$ cat config.mk
export PLATFORM = sky130hd
export DESIGN_NAME = hw_scatter_seq
export DESIGN_NICKNAME = d
export VERILOG_FILES = /design/src/rtl/scat_pkg.sv /design/src/rtl/scat_pred_decode.sv /design/src/rtl/scat_lowest_pick.sv /design/src/rtl/scat_elem_fetch.sv /design/src/rtl/hw_scatter_seq.sv
export SDC_FILE = /design/constraint.sdc
export NUM_CORES = 1
export LEC_CHECK = 0
export ABC_AREA = 1
export BUFFER_PORTS_ARGS = -buffer_cell sky130_fd_sc_hd__buf_2
export CELL_PAD_IN_SITES_DETAIL_PLACEMENT = 0
export CELL_PAD_IN_SITES_GLOBAL_PLACEMENT = 1
export CORE_AREA = 2 2 253 255
export CTS_CLUSTER_SIZE = 30
export DETAILED_ROUTE_END_ITERATION = 8
export DIE_AREA = 0 0 255 257
export GPL_ROUTABILITY_DRIVEN = 0
export GPL_TIMING_DRIVEN = 0
export PLACE_DENSITY = 0.87
export SYNTH_ARGS = -nofsm -noshare
export SYNTH_HDL_FRONTEND = slang
export SYNTH_SLANG_ARGS = --single-unit
$ cat constraint.sdc
create_clock -name clk -period 7.9 [get_ports clk]
set_input_delay 0.79 -clock clk [delete_from_list [all_inputs] [get_ports clk]]
set_output_delay 0.79 -clock clk [all_outputs]
set_load 0.01 [all_outputs]
$ cat src/rtl/scat_pkg.sv
// Shared types for the scatter-store sequencer.
// Assumes nothing beyond a standard SystemVerilog compiler.
package scat_pkg;
    typedef enum logic {
        SEQ_IDLE = 1'b0,
        SEQ_RUN  = 1'b1
    } seq_state_e;

    localparam int unsigned HALF_BYTES = 2;
endpackage

$ cat src/rtl/scat_pred_decode.sv
// Predicate decode: reduces the byte-granular predicate to one active bit per
// element slot for the selected element width. Slots beyond the element count
// of the 64-bit width read as inactive.
// Assumes VLEN is a multiple of 64.
module scat_pred_decode #(
    parameter int unsigned VLEN = 256,
    localparam int unsigned PW  = VLEN / 8,
    localparam int unsigned NE  = VLEN / 32
) (
    input  logic          wide,
    input  logic [PW-1:0] pred,
    output logic [NE-1:0] act
);
    genvar e;
    generate
        for (e = 0; e < NE; e++) begin : g_slot
            if (e < NE / 2) begin : g_both
                // Pick the lowest predicate bit of the element group.
                assign act[e] = wide ? pred[e * 8] : pred[e * 4];
            end else begin : g_narrow
                // Only 32-bit elements reach this slot.
                assign act[e] = wide ? 1'b0 : pred[e * 4];
            end
        end
    endgenerate
endmodule

$ cat src/rtl/scat_lowest_pick.sv
// Lowest-set-bit picker: finds the smallest index with a set bit and returns it
// both as an index and as a one-hot mask.
// Assumes N >= 2.
module scat_lowest_pick #(
    parameter int unsigned N  = 8,
    localparam int unsigned IW = $clog2(N)
) (
    input  logic [N-1:0]  vec,
    output logic          found,
    output logic [IW-1:0] idx,
    output logic [N-1:0]  onehot
);
    // Scan from the top so the lowest set bit wins.
    always_comb begin
        found  = 1'b0;
        idx    = '0;
        onehot = '0;
        for (int i = N - 1; i >= 0; i--) begin
            if (vec[i]) begin
                found  = 1'b1;
                idx    = IW'(i);
                onehot = N'(1) << i;
            end
        end
    end
endmodule

$ cat src/rtl/scat_elem_fetch.sv
// Element fetch: selects the base and source of one element from the captured
// vectors and forms the halfword write address and data.
// Assumes idx is below the element count of the selected width.
module scat_elem_fetch #(
    parameter int unsigned VLEN = 256,
    localparam int unsigned NE  = VLEN / 32,
    localparam int unsigned IW  = $clog2(NE)
) (
    input  logic            wide,
    input  logic [IW-1:0]   idx,
    input  logic [4:0]      imm,
    input  logic [VLEN-1:0] base_vec,
    input  logic [VLEN-1:0] src_vec,
    output logic [63:0]     addr,
    output logic [15:0]     data
);
    logic [63:0] base_ext;
    logic [63:0] offset;

    // Choose and zero-extend the element base and low halfword of the source.
    always_comb begin
        if (wide) begin
            base_ext = base_vec[int'(idx) * 64 +: 64];
            data     = src_vec[int'(idx) * 64 +: 16];
        end else begin
            base_ext = {32'd0, base_vec[int'(idx) * 32 +: 32]};
            data     = src_vec[int'(idx) * 32 +: 16];
        end
    end

    // Scale the immediate by the halfword size and add.
    always_comb begin
        offset = 64'(imm) * 64'(scat_pkg::HALF_BYTES);
        addr   = base_ext + offset;
    end
endmodule

$ cat src/rtl/hw_scatter_seq.sv
// Scatter-store sequencer top: accepts a command, captures the vectors when at
// least one element is active, then issues one halfword write per active
// element in ascending order over a valid/ready port.
// Assumes VLEN is a multiple of 64; synchronous active-low reset.
module hw_scatter_seq #(
    parameter int unsigned VLEN = 256,
    localparam int unsigned PW  = VLEN / 8,
    localparam int unsigned NE  = VLEN / 32,
    localparam int unsigned IW  = $clog2(NE)
) (
    input  logic            clk,
    input  logic            rst_n,
    input  logic            start,
    input  logic            cmd_wide,
    input  logic [4:0]      cmd_imm,
    input  logic [PW-1:0]   cmd_pred,
    input  logic [VLEN-1:0] cmd_base,
    input  logic [VLEN-1:0] cmd_src,
    input  logic            mode_streaming,
    input  logic            mode_full_en,
    output logic            busy,
    output logic            wr_valid,
    input  logic            wr_ready,
    output logic [63:0]     wr_addr,
    output logic [15:0]     wr_data,
    output logic [1:0]      wr_be,
    output logic            done,
    output logic            illegal
);
    import scat_pkg::*;

    seq_state_e      state_q;
    logic [NE-1:0]   act_in;
    logic [NE-1:0]   rem_q;
    logic [VLEN-1:0] base_q;
    logic [VLEN-1:0] src_q;
    logic            wide_q;
    logic [4:0]      imm_q;
    logic            done_q;
    logic            illegal_q;
    logic            pick_found;
    logic [IW-1:0]   pick_idx;
    logic [NE-1:0]   pick_oh;
    logic [NE-1:0]   rem_next;
    logic            legal;
    logic            fire;
    logic            unused_pred;

    // Predicate bits outside the lowest of each group carry no meaning.
    assign unused_pred = ^cmd_pred;

    scat_pred_decode #(.VLEN(VLEN)) dec_i (
        .wide (cmd_wide),
        .pred (cmd_pred),
        .act  (act_in)
    );

    scat_lowest_pick #(.N(NE)) pick_i (
        .vec    (rem_q),
        .found  (pick_found),
        .idx    (pick_idx),
        .onehot (pick_oh)
    );

    scat_elem_fetch #(.VLEN(VLEN)) fetch_i (
        .wide     (wide_q),
        .idx      (pick_idx),
        .imm      (imm_q),
        .base_vec (base_q),
        .src_vec  (src_q),
        .addr     (wr_addr),
        .data     (wr_data)
    );

    // Command legality and request handshake.
    always_comb begin
        legal    = !(mode_streaming && !mode_full_en);
        wr_valid = (state_q == SEQ_RUN) && pick_found;
        fire     = wr_valid && wr_ready;
        rem_next = rem_q & ~pick_oh;
    end

    // Sequencer state, captured command and completion pulses.
    always_ff @(posedge clk) begin
        if (!rst_n) begin
            state_q   <= SEQ_IDLE;
            rem_q     <= '0;
            base_q    <= '0;
            src_q     <= '0;
            wide_q    <= 1'b0;
            imm_q     <= '0;
            done_q    <= 1'b0;
            illegal_q <= 1'b0;
        end else begin
            done_q    <= 1'b0;
            illegal_q <= 1'b0;
            case (state_q)
                SEQ_IDLE: begin
                    if (start) begin
                        if (!legal) begin
                            illegal_q <= 1'b1;
                        end else if (act_in == '0) begin
                            done_q <= 1'b1;
                        end else begin
                            base_q  <= cmd_base;
                            src_q   <= cmd_src;
                            wide_q  <= cmd_wide;
                            imm_q   <= cmd_imm;
                            rem_q   <= act_in;
                            state_q <= SEQ_RUN;
                        end
                    end
                end
                SEQ_RUN: begin
                    if (fire) begin
                        rem_q <= rem_next;
                        if (rem_next == '0) begin
                            state_q <= SEQ_IDLE;
                            done_q  <= 1'b1;
                        end
                    end
                end
                default: state_q <= SEQ_IDLE;
            endcase
        end
    end

    // Output drive.
    always_comb begin
        busy    = (state_q == SEQ_RUN);
        wr_be   = 2'b11;
        done    = done_q;
        illegal = illegal_q;
    end
endmodule

==> flow_summary_export.csv <==
group,metric,value,unit
worst_setup_path,cp_slowest_cell,"dfxtp_1",
route,firstDrtPassIters,7,
timing,rsz0062_at_grt,"false",
power,ir_drop,0.172,mV
global_route,grt_pass1_wl,172,mm
timing,drv_slew,0,
floorplanning,std_cell_rows,92,
global_route,grt_max_degree,15,
route,antenna_left,0,
synthesis,synth_edf_count,0,
route,wl_per_cell,24.2,um
synthesis,yosys-top-cells-area,"dfxtp_1 35%, nand2_1 12%, o21ai_0 9.6%",
run,max_cap_violations,0,
route,finalWirelength,122,mm
placement,post-place-ws,1.83,ns
synthesis,synth_top_area_cell,"dfxtp_1",
power,power.internal,4530,uW
synthesis,yosysSeqAreaShare,35.1,%
clocking,clockBufferDepth,3,
worst_setup_path,cp-startpoint,"rem_q[6]",
power,power_leakage,0.0130,uW
clocking,cts_resized,0,
synthesis,yosysUniqueCellTypes,47,
clocking,clkTransAtPathRegs,0.06,ns
synthesis,syn-cell-area,22800,um^2
power,powerDensity,291,nW/um^2
worst_setup_path,worstPathRequired,7.11,ns
finish,syn2layout_area_growth,22.4,%
placement,hpwl,97.6,mm
timing,hold_viol_final,0,
timing,setup_viol,0,
outcome,status,"finished, final reports clean",
floorplanning,die_h,257,um
hold_path,hp-class,"in2reg",
worst_setup_path,crit_path_max_incr_delay,0.43,ns
timing,max_freq,145,MHz
timing,min_period,6.89,ns
route,remaining_drc_errors,0,
route,via_count,27900,
timing,maxSlewHeadroom,11.7,%
floorplanning,die-area,65500,um^2
global_route,grt-ovfl-total,0,
clocking,cts_setup_buffers,0,
route,vias_per_cell,5.54,
floorplanning,die_x,255,um
synthesis,async_flop_share,0,%
synthesis,yosysWarnings,0,
timing,tns,0,ns
worst_setup_path,critPathMostFrequentCell,"nand2_1",
synthesis,synth_top_area_share,35.1,%
hold_path,hp-start,"cmd_imm[0]",
power,swShare,44.3,%
worst_setup_path,worstSetupPathType,"reg2out",
timing,fin_ws,1.01,ns
global_route,antenna_found_initial,13,
worst_setup_path,start_kind,"register",
floorplanning,io_pins,642,
global_route,track_usage,36.2,%
synthesis,syn_inst,3625,
power,power_frac_seq,28.5,%
finish,finalNetCount,4722,
synthesis,syn_avg_cell_area,6.30,um^2
power,p_sw,3610,uW
worst_setup_path,crit_fanout,10,
clocking,htreeDepth,2,
clocking,insertion_delay,0.62,ns
synthesis,ys_ff_latch,401,
clocking,cts_tree,"built",
worst_setup_path,timing.rr.start,"busy",
floorplanning,start_util,36.4,%
floorplanning,core-area,62700,um^2
worst_setup_path,r2r-end,"base_q[97]",
synthesis,ys.flop_type,"dfxtp_1",
clocking,clock-sinks,401,
worst_setup_path,r2r_slack,4.29,ns
timing,worst_clock_skew,0.0237,ns
finish,utilization,44.5,%
power,p_comb_share,43.4,%
clocking,root_buffer,"clkbuf_16",
worst_setup_path,worstSetupEndpoint,"wr_addr[20]",
worst_setup_path,end_kind,"output pin",
clocking,hold_buffers,0,
route,drtIter0Drc,3534,
placement,io_buffers,486,
timing,fin_crit_sh,87.2,%
worst_setup_path,arrival,6.10,ns
power,clockPowerShare,28.1,%
finish,drive_above_1_share,17.8,%
timing,worstMarginPinSlew,1.32,ns
worst_setup_path,rr_worst_depth,7,
clocking,numCtsBuffers,46,
global_route,grt_pass1_vias,25800,
cell usage after synthesis, drive strengths merged, types with 5 or more instances:
cell type	instances
xnor2	7
o21ai	444
nand4	18
nand3b	54
buf	81
inv	305
nor2	612
a31oi	6
clkbuf	168
xor2	23
ha	5
a21oi	228
a311oi	18
a32o	10
dfxtp	401
a211oi	23
nand2	717
nand3	391
nor3	21
or2	49
o22ai	5
o211ai	22
worst max-delay path, delay by kind of cell (launching register included):
family	cells	cell delay, ns
and+or+nand+nor	11	1.07
AOI/OAI and AO/OA	5	1.16
adders and majority gates	1	0.32
DFF	1	0.43
xor gates and xnor gates	1	0.26
buffers and inverters	10	2.03
muxes	1	0.19
how the worst min path moves through the flow:
| stage | to | slack (ns) | depth (start not counted) |
|---|---|---|---|
| 6_report | imm_q[0] | 0.44 | 3 |
| 5_1_grt | base_q[194] | 0.43 | 3 |
| 4_1_cts | base_q[194] | 0.42 | 3 |
| 3_5_place_dp | base_q[99] | 0.45 | 2 |
| 3_3_place_gp | base_q[158] | 0.44 | 2 |
| 2_1_floorplan | src_q[195] | 0.43 | 2 |
flip-flops by register name (all words and copies together), names as in the netlist:
register,count
busy,1
illegal,1
rem_q,8
wide_q,1
base_q,256
src_q,128
done,1
imm_q,5
final cells by class:
type	count	area, um^2
Buffer	249	1090
Clock inverter	24	294
Tap cell	846	1060
Antenna cell	3	7.51
Sequential cell	401	8030
Multi-Input combinational cell	2668	12600
Fill cell	6962	34800
Clock buffer	59	1310
Inverter	308	1160
Timing Repair Buffer	486	2430
metal layers:
metal  share of wire, %  track usage, %  vias up
met5               0.11               0        -
met4                7.6            22.0       22
met3                 11            8.96      495
met2                 45            58.4     1853
met1                 37            43.0    12700
li1                   -               -    12900
layout by cell type (no fill, tap or decap), types with 7 or more instances in the layout:
cell type,synthesis,routed
o21ai_0,438,438
a32o_1,10,10
a21oi_1,227,227
nor2_4,7,7
nand4_1,18,18
inv_2,23,23
clkbuf_1,168,170
clkinv_2,0,8
clkbuf_8,0,11
a211oi_1,23,23
buf_6,7,7
buf_2,42,528
nor2_1,579,579
nand3_2,7,7
nor2_2,26,26
nand2_1,710,710
clkbuf_16,0,46
nand3b_1,54,54
o211ai_1,22,22
buf_1,18,18
dfxtp_1,401,401
inv_1,282,282
buf_4,14,14
nand3_1,384,384
or2_2,44,44
xnor2_1,7,7
xor2_1,23,23
nor3_1,18,18
a311oi_1,18,18
metrics by stage:
stage	hold slack [ns]	instance area (um^2)	cells	power [uW]
global route	0.431	27900	5041	8400
global placement	0.441	26300	4958	5690
detailed placement	0.449	26300	4958	5710
CTS	0.418	27900	5041	7960
floorplan	0.430	22800	3626	4310
finish	0.437	27900	5044	8140
power groups by stage:
stage	clock, uW	combinational (uW)	sequential (uW)
detailed placement	0	3360	2350
global placement	0	3340	2350
finish	2280	3530	2320
CTS	2280	3370	2310
global route	2360	3710	2330
floorplan	0	2000	2310
cell families after synthesis:
family / share of synthesized area [%]
xor+xnor: 1.15
compound gates: 18.0
other cells: 0.0164
buf+inv: 9.84
fa+ha+maj: 0.362
simple gates: 35.4
flops: 35.1
mux: 0.131
No activity file was read; power rests on OpenSTA's default activity.
